**src/rtl/gpio_port_pkg.sv**
```systemverilog
// Shared constants and codes of the GPIO port.
// Assumes a 6-bit byte offset and at most 16 pins per port.
package gpio_port_pkg;
    localparam int ADDR_W   = 6;
    localparam int DATA_W   = 32;
    localparam int CLR_BASE = 16;   // first clear bit in the set/clear word

    localparam logic [ADDR_W-1:0] OFS_DIR  = 6'h00;
    localparam logic [ADDR_W-1:0] OFS_OTYP = 6'h04;
    localparam logic [ADDR_W-1:0] OFS_PULL = 6'h0C;
    localparam logic [ADDR_W-1:0] OFS_IN   = 6'h10;
    localparam logic [ADDR_W-1:0] OFS_OUT  = 6'h14;
    localparam logic [ADDR_W-1:0] OFS_SETC = 6'h18;
    localparam logic [ADDR_W-1:0] OFS_CLR  = 6'h28;

    typedef enum logic [1:0] {
        DIR_IN  = 2'd0,
        DIR_OUT = 2'd1,
        DIR_ALT = 2'd2,
        DIR_ANA = 2'd3
    } dir_code_e;

    typedef enum logic [1:0] {
        PULL_NONE = 2'd0,
        PULL_UP   = 2'd1,
        PULL_DOWN = 2'd2,
        PULL_RSVD = 2'd3
    } pull_code_e;
endpackage

```
**src/rtl/gpio_port_regs.sv**
```systemverilog
// Configuration and output-data registers of the GPIO port.
// Decodes single-cycle writes by byte offset and applies the atomic
// set/clear and clear-only updates to output data.
// Assumes N_PINS <= 16 so the clear half of the set/clear word fits.
module gpio_port_regs
    import gpio_port_pkg::*;
#(
    parameter int                  N_PINS   = 16,
    parameter logic [2*N_PINS-1:0] MODE_RST = '1,
    parameter logic [2*N_PINS-1:0] PULL_RST = '0
) (
    input  logic                clk,
    input  logic                rst_n,
    input  logic                bus_wr,
    input  logic [ADDR_W-1:0]   bus_addr,
    input  logic [DATA_W-1:0]   bus_wdata,
    output logic [2*N_PINS-1:0] mode_q,
    output logic [N_PINS-1:0]   otype_q,
    output logic [2*N_PINS-1:0] pull_q,
    output logic [N_PINS-1:0]   odr_q
);
    localparam int FLD2_W = 2 * N_PINS;

    logic [N_PINS-1:0] set_bits;
    logic [N_PINS-1:0] clr_bits;

    // Split the write word into per-pin set and clear masks.
    always_comb begin
        set_bits = bus_wdata[N_PINS-1:0];
        clr_bits = bus_wdata[CLR_BASE +: N_PINS];
    end

    // Configuration registers: whole-word writes.
    always_ff @(posedge clk) begin
        if (!rst_n) begin
            mode_q  <= MODE_RST;
            otype_q <= '0;
            pull_q  <= PULL_RST;
        end else if (bus_wr) begin
            if (bus_addr == OFS_DIR)  mode_q  <= bus_wdata[FLD2_W-1:0];
            if (bus_addr == OFS_OTYP) otype_q <= bus_wdata[N_PINS-1:0];
            if (bus_addr == OFS_PULL) pull_q  <= bus_wdata[FLD2_W-1:0];
        end
    end

    // Output data: plain write, set-over-clear, or clear-only.
    always_ff @(posedge clk) begin
        if (!rst_n) begin
            odr_q <= '0;
        end else if (bus_wr) begin
            case (bus_addr)
                OFS_OUT:  odr_q <= bus_wdata[N_PINS-1:0];
                OFS_SETC: odr_q <= (odr_q & ~clr_bits) | set_bits;
                OFS_CLR:  odr_q <= odr_q & ~set_bits;
                default:  odr_q <= odr_q;
            endcase
        end
    end
endmodule

```
**src/rtl/gpio_pin_resolve.sv**
```systemverilog
// Level resolution for one pin.
// Combines direction, output type, pull, stored output and the external
// driver, and keeps a flag telling whether that driver is disconnected.
// Assumes drv_chg is high in any cycle where the driver level differs
// from the previous cycle.
module gpio_pin_resolve
    import gpio_port_pkg::*;
#(
    parameter logic FLOAT_LVL = 1'b0
) (
    input  logic       clk,
    input  logic       rst_n,
    input  logic [1:0] dir,
    input  logic       od,
    input  logic [1:0] pull,
    input  logic       odr,
    input  logic       drv_en,
    input  logic       drv_lvl,
    input  logic       drv_chg,
    output logic       lvl
);
    logic disc_q;
    logic is_out;
    logic conn;
    logic fight;

    // A driver counts unless it was cut off and has not moved since.
    always_comb begin
        is_out = (dir == DIR_OUT);
        conn   = drv_en & (~disc_q | drv_chg);
        fight  = is_out & drv_en & (~od | drv_lvl);
    end

    // Pick the pin level from the owner of the pin.
    always_comb begin
        if (is_out) begin
            if (od) lvl = odr & ~(drv_en & ~drv_lvl);
            else    lvl = odr;
        end else if (conn) begin
            lvl = drv_lvl;
        end else if (pull == PULL_UP) begin
            lvl = 1'b1;
        end else if (pull == PULL_DOWN) begin
            lvl = 1'b0;
        end else begin
            lvl = FLOAT_LVL;
        end
    end

    // Disconnect on a fight; reconnect on release or a level change.
    always_ff @(posedge clk) begin
        if (!rst_n)                 disc_q <= 1'b0;
        else if (fight)             disc_q <= 1'b1;
        else if (!drv_en || drv_chg) disc_q <= 1'b0;
    end
endmodule

```
**src/rtl/gpio_port_rdmux.sv**
```systemverilog
// Read-back multiplexer of the GPIO port.
// Pure combinational; write-only and unmapped offsets read as zero.
module gpio_port_rdmux
    import gpio_port_pkg::*;
#(
    parameter int N_PINS = 16
) (
    input  logic [ADDR_W-1:0]   bus_addr,
    input  logic [2*N_PINS-1:0] mode_q,
    input  logic [N_PINS-1:0]   otype_q,
    input  logic [2*N_PINS-1:0] pull_q,
    input  logic [N_PINS-1:0]   odr_q,
    input  logic [N_PINS-1:0]   lvl_q,
    output logic [DATA_W-1:0]   bus_rdata
);
    // Select the addressed register, zero-extended.
    always_comb begin
        bus_rdata = '0;
        case (bus_addr)
            OFS_DIR:  bus_rdata[2*N_PINS-1:0] = mode_q;
            OFS_OTYP: bus_rdata[N_PINS-1:0]   = otype_q;
            OFS_PULL: bus_rdata[2*N_PINS-1:0] = pull_q;
            OFS_IN:   bus_rdata[N_PINS-1:0]   = lvl_q;
            OFS_OUT:  bus_rdata[N_PINS-1:0]   = odr_q;
            default:  bus_rdata = '0;
        endcase
    end
endmodule

```
**src/rtl/gpio_port.sv**
```systemverilog
// GPIO port top: register file, one resolver per pin, and registered
// pin levels that feed both the input-data register and the event lines.
// Assumes the external drive inputs are synchronous to clk.
module gpio_port
    import gpio_port_pkg::*;
#(
    parameter int                  N_PINS    = 16,
    parameter logic [2*N_PINS-1:0] MODE_RST  = '1,
    parameter logic [2*N_PINS-1:0] PULL_RST  = 32'h0000_0100,
    parameter logic [N_PINS-1:0]   LEVEL_RST = 16'h0010
) (
    input  logic              clk,
    input  logic              rst_n,
    input  logic              bus_wr,
    input  logic [ADDR_W-1:0] bus_addr,
    input  logic [DATA_W-1:0] bus_wdata,
    output logic [DATA_W-1:0] bus_rdata,
    input  logic [N_PINS-1:0] pad_drv_en,
    input  logic [N_PINS-1:0] pad_drv_lvl,
    output logic [N_PINS-1:0] evt_o
);
    logic [2*N_PINS-1:0] mode_q;
    logic [N_PINS-1:0]   otype_q;
    logic [2*N_PINS-1:0] pull_q;
    logic [N_PINS-1:0]   odr_q;
    logic [N_PINS-1:0]   drv_prev_q;
    logic [N_PINS-1:0]   drv_chg;
    logic [N_PINS-1:0]   lvl_d;
    logic [N_PINS-1:0]   lvl_q;

    gpio_port_regs #(
        .N_PINS   (N_PINS),
        .MODE_RST (MODE_RST),
        .PULL_RST (PULL_RST)
    ) u_regs (
        .clk       (clk),
        .rst_n     (rst_n),
        .bus_wr    (bus_wr),
        .bus_addr  (bus_addr),
        .bus_wdata (bus_wdata),
        .mode_q    (mode_q),
        .otype_q   (otype_q),
        .pull_q    (pull_q),
        .odr_q     (odr_q)
    );

    // Remember last driver levels to detect a fresh drive.
    always_ff @(posedge clk) begin
        if (!rst_n) drv_prev_q <= '0;
        else        drv_prev_q <= pad_drv_lvl;
    end

    // Flag pins whose driver level moved this cycle.
    always_comb drv_chg = pad_drv_lvl ^ drv_prev_q;

    for (genvar i = 0; i < N_PINS; i++) begin : g_pin
        gpio_pin_resolve #(
            .FLOAT_LVL (LEVEL_RST[i])
        ) u_res (
            .clk     (clk),
            .rst_n   (rst_n),
            .dir     (mode_q[2*i +: 2]),
            .od      (otype_q[i]),
            .pull    (pull_q[2*i +: 2]),
            .odr     (odr_q[i]),
            .drv_en  (pad_drv_en[i]),
            .drv_lvl (pad_drv_lvl[i]),
            .drv_chg (drv_chg[i]),
            .lvl     (lvl_d[i])
        );
    end

    // Register the resolved levels for readback and event lines.
    always_ff @(posedge clk) begin
        if (!rst_n) lvl_q <= LEVEL_RST;
        else        lvl_q <= lvl_d;
    end

    // Event lines follow the registered levels.
    always_comb evt_o = lvl_q;

    gpio_port_rdmux #(
        .N_PINS (N_PINS)
    ) u_rdmux (
        .bus_addr  (bus_addr),
        .mode_q    (mode_q),
        .otype_q   (otype_q),
        .pull_q    (pull_q),
        .odr_q     (odr_q),
        .lvl_q     (lvl_q),
        .bus_rdata (bus_rdata)
    );
endmodule

```
**config.mk**
```make
export PLATFORM = sky130hd
export DESIGN_NAME = gpio_port
export DESIGN_NICKNAME = d
export VERILOG_FILES = /design/src/rtl/gpio_port_pkg.sv /design/src/rtl/gpio_port_regs.sv /design/src/rtl/gpio_pin_resolve.sv /design/src/rtl/gpio_port_rdmux.sv /design/src/rtl/gpio_port.sv
export SDC_FILE = /design/constraint.sdc
export NUM_CORES = 1
export LEC_CHECK = 0
export ABC_AREA = 1
export BUFFER_PORTS_ARGS = -buffer_cell sky130_fd_sc_hd__buf_2
export CAP_MARGIN = 10
export CORE_MARGIN = 2
export CORE_UTILIZATION = 40
export DETAILED_ROUTE_END_ITERATION = 7
export GPL_TIMING_DRIVEN = 1
export PLACE_DENSITY_LB_ADDON = 0.08
export SETUP_SLACK_MARGIN = 0.02
export SYNTH_ARGS = -nofsm -noshare
export SYNTH_HDL_FRONTEND = slang
export SYNTH_SLANG_ARGS = --single-unit
export TNS_END_PERCENT = 10
```
**constraint.sdc**
```tcl
create_clock -name clk -period 1.2 [get_ports clk]
set_clock_uncertainty 0.05 [all_clocks]
set_input_delay 0.24 -clock clk [delete_from_list [all_inputs] [get_ports clk]]
set_output_delay 0.24 -clock clk [all_outputs]
set_load 0.03 [all_outputs]
```
==> impl_metrics.yaml, run 1 <==
status:
  status: "finished, violations left"
  violations: "setup timing"
logic_synthesis:
  async_reset_ff_share_pct: 0
  yosysWarnings: 0
  synth_common_cells: "nand2_1, nor2_1, inv_1, dfxtp_1, nand3_1"
  syn-cell-area_um2: 7250
  avgSynthCellArea_um2: 6.47
  synth_largest_area_cell: "dfxtp_1"
  synth_area_leaders: "dfxtp_1, nand2_1, nor2_1, inv_1, nand3_1"
  synth-simple-area-share_pct: 33.1
  synth_seq_area_share_pct: 39.8
  synth-xor-area-share_pct: 0
  synth_compound_area_share_pct: 16.1
  synthAdderAreaFrac_pct: 0
  ys_ff_latch: 144
  synth_top_family_by_area: "simple AND/OR/NAND/NOR gates"
  synth_nets: 1194
  syn-instance-count: 1121
  yosys_most_used_dff: "dfxtp_1"
  synthMuxAreaShare_pct: 0
  yosysMostFrequentCell: "nand2_1"
  synth_edf_count: 0
  synth.distinct_cells: 34
  synth_top_area_share_pct: 39.8
worst_setup_path:
  worstPathMaxFanout: 4
  crit_path_cell_trace: "buf_8, nor2_4, buf_6, nand3_4, buf_6, buf_6, nor2_4, a21oi_2, nand4_1, buf_6"
  cp_num_buf_inv: 5
  slowest_stage: "buf_6"
  critPathMaxStageDelay_ns: 0.16
  path_class: "in -> out"
  cp.required_ns: 0.91
  crit_family: "buffers and inverters"
  end_kind: "output port"
  r2r.worst_path.cells: 7
  cp_common_cell: "buf_6"
  arrival_ns: 1.37
  startpoint_type: "primary input"
  cp.depth: 10
hold_path:
  min_path_type: "in -> reg"
  holdPathStages: 3
clocking:
  cts.sinks: 144
  cts_root_buf: "clkbuf_16"
  tritoncts: "done"
  clk_latency_ns: 0.42
  path_clk_slew_ns: 0.06
  numCtsBuffers: 17
  cts_max_level: 4
  clockBufferDepth: 2
job:
  cap_viol_max_count: 0
power_and_ir_drop:
  peakVddDrop_mv: 0.983
  leakagePower_nw: 4.93
  power_mw: 11.0
  power_density_nw_per_um2: 1090
cells_and_area:
  area_growth_pct: 39.3
  register_area_um2: 2900
  drive_gt1_share_pct: 24.8
  fill_cells: 1760
  multi_input_area_um2: 3880
  final_nets: 1379
grt:
  overflow: 0
  grt_pass1_vias: 7294
  grt_max_degree: 58
  antenna_found_initial: 2
  grt_pass1_wl_mm: 38.7
  grt_usage_pct: 25.5
sta:
  finalCriticalPeriod_ns: 1.66
  layout_setup_ws_ns: -0.459
  rsz0062_at_grt: "true"
  worstMarginPinSlew_ns: 0.284
  drv_slew: 0
  relSlewSlack_pct: 80.8
  clock.fmax_ghz: 0.603
  fin_crit_sh_pct: 138
  setup_tns_ns: -14.92
  setup-violations-final: 99
  finalHoldViolCount: 0
floorplanning:
  die_y_um: 139
  die-area_um2: 19200
  start_util_pct: 40.6
  rows: 49
  core_area_um2: 17800
  die_x_um: 139
  io_pins: 121
drt:
  ant_nets: 0
  drtIter0Drc: 641
  avgViaCountPerCell: 5.02
  vias: 7772
  wl_mm: 24.9
  post-route-drc-count: 0
  dr.pass1.iters: 7
  wl_per_cell_um: 16.0
placement:
  dp_hpwl_mm: 17.3
  gp_congestion: 0.833
  place_worst_setup_slack_ns: -0.612
  portBuffers: 120
## metrics by stage
step           util [%]  hold WS (ns)  cells  cell area, µm²
6_report           56.6        0.0126   1549           10100
2_1_floorplan         -         0.283   1121            7370
4_1_cts            55.4       0.00118   1544            9880
5_1_grt            56.6        0.0211   1548           10100
3_3_place_gp       48.8         0.397   1499            8710
3_5_place_dp       48.8         0.404   1499            8710
## kinds of logic after synthesis
kind of cell,Yosys count
compound gates,203
buf+inv,199
simple gates,575
flops,144
## final cells by class
cell class	count	area share (%)
antenna	1	0.0248
tap	229	2.84
multi-input combinational	778	38.4
timing repair buffer	212	18.7
clock inverter	11	0.892
clock buffer	21	4.56
sequential	144	28.8
inverter	153	5.85
## timing repair
action                                  4_1_cts  5_1_grt
pin swaps                                    12        5
hold buffers                                  7        0
endpoints found under the hold margin         7        0
resized for setup                           173       40
gates cloned                                  1        2
endpoints found under the setup margin      140      149
setup buffers                                 5        2
## per-layer routing
metal	up-vias	routed length (µm)	GRT usage [%]
met5	-	7	0
met4	2	810	9.04
met1	3538	11300	34.2
met2	223	11400	41.4
li1	3952	-	-
met3	57	1310	4.83
## power breakdown
group / total, mW / leakage (nW) / internal, mW / switching [mW]
combinational: 1.13 / 3.49 / 0.453 / 0.680
sequential: 4.93 / 1.17 / 4.87 / 0.0613
clock: 4.98 / 0.264 / 2.93 / 2.04
## layout by cell type (no fill, tap or decap), drive strengths merged, types with 2 or more instances in the layout
| cell type | instances |
|---|---|
| nand2 | 271 |
| buf | 203 |
| nor2 | 192 |
| inv | 152 |
| dfxtp | 144 |
| o21ai | 107 |
| nand3 | 103 |
| a21oi | 37 |
| clkbuf | 23 |
| o211ai | 17 |
| o21bai | 11 |
| a22oi | 11 |
| a31oi | 9 |
| nand4 | 8 |
| clkinv | 7 |
| a211oi | 7 |
| dlygate4sd3 | 7 |
| clkinvlp | 4 |
| o21a | 2 |
## final timing paths
path / startpoint / endpoint / slack, ns
setup / recovery: bus_addr[1] / bus_rdata[13] / -0.46
hold / removal: pad_drv_lvl[9] / drv_prev_q[9] / 0.01
setup reg to reg: u_regs.odr_q[3] / u_regs.odr_q[3] / 0.09
hold reg to reg: u_regs.mode_q[7] / u_regs.mode_q[7] / 0.43
## sequential cells by signal, indices dropped and copies added (netlist names)
signal and count:
evt_o 16, u_regs.mode_q 32, u_regs.pull_q 32, g_pin.u_res.disc_q 16
u_regs.otype_q 16, u_regs.odr_q 16, drv_prev_q 16
## worst register-to-register path, stage by stage (launching register included)
cell and delay, ns:
dfxtp_1 0.34, inv_1 0.06, buf_4 0.14, o21ai_0 0.15, nand3_1 0.09, nand3_1 0.09
nor2_1 0.04, nor2_1 0.09
Power figures use the tool's default switching activity.
==> run 2: changes to the inputs <==
--- a/config.mk
+++ b/config.mk
@@ -17,4 +17,4 @@
 export SYNTH_ARGS = -nofsm -noshare
 export SYNTH_HDL_FRONTEND = slang
 export SYNTH_SLANG_ARGS = --single-unit
-export TNS_END_PERCENT = 10
+export TNS_END_PERCENT = 100
==> impl_metrics.yaml, run 2 (synthesis results as in run 1) <==
floorplanning:
  start_util_pct: 40.6
  die-area_um2: 19200
  core_area_um2: 17800
  die_x_um: 139
  rows: 49
  io_pins: 121
  die_y_um: 139
grt:
  overflow: 0
  grt_pass1_vias: 7451
  antenna_found_initial: 1
  grt_pass1_wl_mm: 39.8
  grt_usage_pct: 26.4
  grt_max_degree: 61
status:
  status: "finished, violations left"
  violations: "setup timing"
clocking:
  cts.sinks: 144
  clk_latency_ns: 0.43
  path_clk_slew_ns: 0.06
  tritoncts: "done"
  cts_root_buf: "clkbuf_16"
  clockBufferDepth: 2
  cts_max_level: 4
  numCtsBuffers: 17
power_and_ir_drop:
  p_clk_share_pct: 48.4
  peakVddDrop_mv: 1.06
  combPwrFrac_pct: 10.1
  p_seq_share_pct: 41.5
  power_density_nw_per_um2: 1110
  power_mw: 11.9
  p_int_mw: 8.97
  p_switching_mw: 2.92
  leakagePower_nw: 5.05
  swShare_pct: 24.5
sta:
  setup-violations-final: 71
  drv_slew: 0
  finalHoldViolCount: 0
  rsz0062_at_grt: "true"
  worstMarginPinSlew_ns: 0.295
  finalCriticalPeriod_ns: 1.74
  fin_crit_sh_pct: 145
  clock.fmax_ghz: 0.576
  layout_setup_ws_ns: -0.537
  setup_tns_ns: -18.45
  relSlewSlack_pct: 80.3
hold_path:
  min_path_type: "in -> reg"
  worstHoldStart: "pad_drv_en[9]"
  holdPathStages: 3
  hold_end: "g_pin[9].u_res.disc_q"
worst_setup_path:
  startpoint_type: "primary input"
  crit_path_cell_trace: "buf_6, nor2_4, nand4_1, buf_6, buf_12, o21a_1, nand4_1, buf_6"
  r2r_setup_slack_ns: 0.04
  cp.required_ns: 0.91
  rr_endpoint: "u_regs.odr_q[6]"
  end_kind: "output port"
  worstPathMaxFanout: 6
  critPathMaxStageDelay_ns: 0.18
  arrival_ns: 1.45
  r2r.worst_path.cells: 7
  path_class: "in -> out"
  timing.rr.start: "u_regs.odr_q[6]"
  slowest_stage: "nor2_4"
  cp_common_cell: "buf_6"
cells_and_area:
  area_growth_pct: 47.5
  layout_commonest_cell: "nand2_1"
  drive_gt1_share_pct: 29.4
  fill_cells: 1656
  reg_top3: "u_regs.mode_q (32), u_regs.pull_q (32)"
  final_nets: 1378
  final_cell_mix: "nand2_1, nor2_1, inv_1"
drt:
  avgViaCountPerCell: 5.19
  drtIter0Drc: 537
  dr.pass1.iters: 5
  vias: 8025
  wl_mm: 26.3
  post-route-drc-count: 0
  wl_per_cell_um: 17.0
  ant_nets: 0
placement:
  place_worst_setup_slack_ns: -0.626
  gp_congestion: 0.856
  dp_hpwl_mm: 17.1
  portBuffers: 120
job:
  cap_viol_max_count: 0
## run 2: changes by cell type in the layout (fill, tap and decap cells not counted), moves of 5 or more
cell | previous run | this run
nand2_1 | 253 | 229
nand2_2 | 10 | 29
buf_4 | 56 | 38
buf_12 | 11 | 23
a21oi_1 | 34 | 23
a21oi_2 | 3 | 14
o21ai_0 | 77 | 66
nor2_1 | 180 | 171
nor2_2 | 2 | 11
nand3_1 | 96 | 88
buf_2 | 67 | 61
nand3_2 | 6 | 12
nand2_8 | 0 | 5
o21ai_2 | 8 | 13
## run 2: per-layer routing
metal / global-route usage, % / share of wire, % / vias to the layer above
li1: - / - / 3966
met1: 34.9 / 44 / 3712
met2: 43.0 / 47 / 292
met3: 4.80 / 6.6 / 55
met4: 10.5 / 2.9 / 0
met5: 0 / 0 / -
## run 2: final cells by class
type	count	area [µm²]	share of cell area, %
multi-input cells	781	4210	39.4
flip-flops and latches	144	2910	27.2
repair buffers	206	2020	18.9
inverters	153	609	5.70
clock buffers	21	470	4.40
well taps	229	287	2.68
clock inverters	10	159	1.49
repair inverters	2	22.5	0.211
diodes	1	2.50	0.0234
## run 2: how the worst max path moves through the flow
| stage | cells past startpoint | slack, ns | to | startpoint |
|---|---|---|---|---|
| 3_3_place_gp | 8 | -0.63 | bus_rdata[10] | bus_addr[4] |
| 6_report | 8 | -0.54 | bus_rdata[14] | bus_addr[1] |
| 2_1_floorplan | 6 | -0.28 | bus_rdata[12] | bus_addr[4] |
| 3_5_place_dp | 8 | -0.63 | bus_rdata[10] | bus_addr[4] |
| 5_1_grt | 8 | -0.62 | bus_rdata[14] | bus_addr[1] |
| 4_1_cts | 9 | -0.48 | bus_rdata[6] | bus_addr[0] |
## run 2: per-stage QoR
step | area [µm²] | hold WS [ns] | util, % | instances
finish | 10700 | 0.0101 | 59.9 | 1547
global route | 10700 | 0.00723 | 59.9 | 1546
CTS | 10300 | 0.000427 | 57.5 | 1539
detailed placement | 8680 | 0.407 | 48.6 | 1488
global placement | 8680 | 0.399 | 48.6 | 1488
floorplan | 7470 | 0.283 | - | 1121
## run 2: repair_timing
item                                   in CTS  in global routing
setup endpoints to repair                 118                148
cloned                                      4                  5
gates resized for setup                   224                102
endpoints found under the hold margin      10                  0
hold buffers                               10                  0
setup buffers                               6                  7
pin swaps                                  11                 22
## run 2: power groups by stage
stage	sequential, mW	combinational (mW)	clock, mW
6_report	4.94	1.20	5.75
5_1_grt	4.95	1.30	6.01
2_1_floorplan	5.07	0.457	0
3_5_place_dp	5.03	0.989	0
3_3_place_gp	5.03	0.984	0
4_1_cts	4.94	1.13	5.80
## run 2: worst max-delay path: cells and delay by family
family | cells | cell delay [ns]
AO/OA/AOI/OAI | 1 | 0.18
AND/OR/NAND/NOR | 3 | 0.46
buffers and inverters | 4 | 0.57
==> run 3: changes to the inputs <==
--- a/config.mk
+++ b/config.mk
@@ -8,8 +8,11 @@
 export ABC_AREA = 1
 export BUFFER_PORTS_ARGS = -buffer_cell sky130_fd_sc_hd__buf_2
 export CAP_MARGIN = 10
+export CELL_PAD_IN_SITES_DETAIL_PLACEMENT = 1
+export CELL_PAD_IN_SITES_GLOBAL_PLACEMENT = 1
 export CORE_MARGIN = 2
-export CORE_UTILIZATION = 40
+export CORE_UTILIZATION = 36
+export CTS_CLUSTER_DIAMETER = 60
 export DETAILED_ROUTE_END_ITERATION = 7
 export GPL_TIMING_DRIVEN = 1
 export PLACE_DENSITY_LB_ADDON = 0.08
==> impl_metrics.yaml, run 3 (synthesis results as in run 1) <==
drt:
  top_layer_used: "met4"
  drtIter0Drc: 417
  route.met3.wl_mm: 1.17
  dr.pass1.iters: 5
  met1_length_mm: 13.0
  wl_per_cell_um: 18.6
  wl_mm: 29.5
  post-route-drc-count: 0
  avgViaCountPerCell: 5.10
  vias: 8061
  ant_nets: 0
  wl_met2_mm: 14.6
grt:
  overflow: 0
  grt_pass1_vias: 8362
  grt_pass1_wl_mm: 46.4
  grt_max_degree: 57
  grt_usage_pct: 28.0
  antenna_found_initial: 1
cells_and_area:
  reg_top3: "u_regs.mode_q (32), u_regs.pull_q (32)"
  register_area_um2: 2910
  layout_commonest_cell: "nand2_1"
  final_nets: 1377
  design_area_um2: 10500
  drive_gt1_share_pct: 28.1
  final_cell_mix: "nand2_1, nor2_1, inv_1"
  multi_input_area_um2: 4060
  fill_cells: 2482
  area_growth_pct: 44.5
status:
  status: "finished, violations left"
  violations: "setup timing"
placement:
  gp_congestion: 0.806
  portBuffers: 120
  post_dp_cell_area_um2: 8810
  dp_hpwl_mm: 19.7
power_and_ir_drop:
  peakVddDrop_mv: 1.07
  leakagePower_nw: 5.04
  power_density_nw_per_um2: 1100
  swShare_pct: 25.7
  combPwrFrac_pct: 10.3
  p_seq_share_pct: 42.7
  p_clk_share_pct: 47.0
  p_switching_mw: 2.98
  p_int_mw: 8.58
sta:
  holdWs_ns: 0.00610
  layout_setup_ws_ns: -0.547
  relSlewSlack_pct: 79.1
  finalCriticalPeriod_ns: 1.75
  worstMarginPinSlew_ns: 0.314
  drv_slew: 0
  clock.fmax_ghz: 0.573
  setup-violations-final: 108
  fin_crit_sh_pct: 146
  rsz0062_at_grt: "true"
  finalHoldViolCount: 0
clocking:
  path_clk_slew_ns: 0.07
  cts_root_buf: "clkbuf_16"
  clockBufferDepth: 2
  clk_latency_ns: 0.43
  cts_max_level: 4
  cts.sinks: 144
  tritoncts: "done"
  numCtsBuffers: 17
worst_setup_path:
  path_class: "in -> out"
  arrival_ns: 1.46
  cp.required_ns: 0.91
  worstPathMaxFanout: 11
  startpoint_type: "primary input"
  end_kind: "output port"
floorplanning:
  rows: 51
  die-area_um2: 21300
  die_x_um: 146
  die_y_um: 146
  core_area_um2: 19600
  start_util_pct: 37.0
  io_pins: 121
hold_path:
  min_path_type: "in -> reg"
job:
  cap_viol_max_count: 0
==> run 3: cell types whose count changed in the layout (fill, tap and decap cells not counted), moves of 7 or more <==
cell and change:
nand2_1 +12, o21ai_1 +7, nand3_2 -8, buf_4 +8, nand3_1 +7, nand2_2 -14
==> run 3: cell type report <==
class                           instances  area share, %
Clock inverter                         10           1.05
Antenna cell                            1         0.0239
Tap cell                              265           3.16
Multi-Input combinational cell        778           38.8
Sequential cell                       144           27.7
Inverter                              153           5.77
Timing Repair Buffer                  210           18.9
Clock buffer                           21           4.59
==> run 3: path summary, 6_finish.rpt <==
check / slack [ns] / end / start / depth (start not counted)
min: 0.006 / g_pin[13].u_res.disc_q / pad_drv_en[13] / 3
max: -0.55 / bus_rdata[14] / bus_addr[1] / 7
max reg2reg: 0.03 / g_pin[4].u_res.disc_q / u_regs.mode_q[8] / 4
min reg2reg: 0.45 / u_regs.mode_q[7] / u_regs.mode_q[7] / 2
==> run 3: power by group through the flow <==
stage          sequential (mW)  clock [mW]  combinational, mW
2_1_floorplan             5.07           0              0.457
3_3_place_gp              5.03           0               1.01
3_5_place_dp              5.03           0               1.02
4_1_cts                   4.94        5.50               1.16
5_1_grt                   4.95        5.70               1.30
6_report                  4.94        5.43               1.19
==> run 3: timing repair <==
action,CTS,global route
pin swaps,15,9
endpoints found under the hold margin,8,0
buffers inserted,8,3
hold buffers,8,0
cloned,3,0
resized for setup,223,62
setup endpoints to repair,128,152
==> run 3: through the flow <==
stage          setup WS [ns]  instances  setup TNS, ns  power [mW]  utilization [%]
2_1_floorplan         -0.284       1121          -9.67        5.52                -
3_3_place_gp          -0.717       1532         -62.92        6.04             45.0
3_5_place_dp          -0.732       1532         -66.81        6.05             45.0
4_1_cts               -0.497       1581         -18.64        11.6             52.8
5_1_grt               -0.590       1581         -32.81        11.9             53.5
6_report              -0.547       1582         -25.58        11.6             53.5
==> run 3: layer usage <==
metal / up-vias / GRT usage, %
met5: - / 0
met4: 0 / 9.66
met3: 50 / 4.55
met2: 187 / 48.9
met1: 3885 / 34.9
li1: 3939 / -
==> run 3: critical path, cell delays in order <==
cell and delay, ns:
buf_8 0.10, nor2_4 0.15, nand4_1 0.20, buf_4 0.28, o21a_1 0.20, nand4_1 0.10, buf_6 0.15
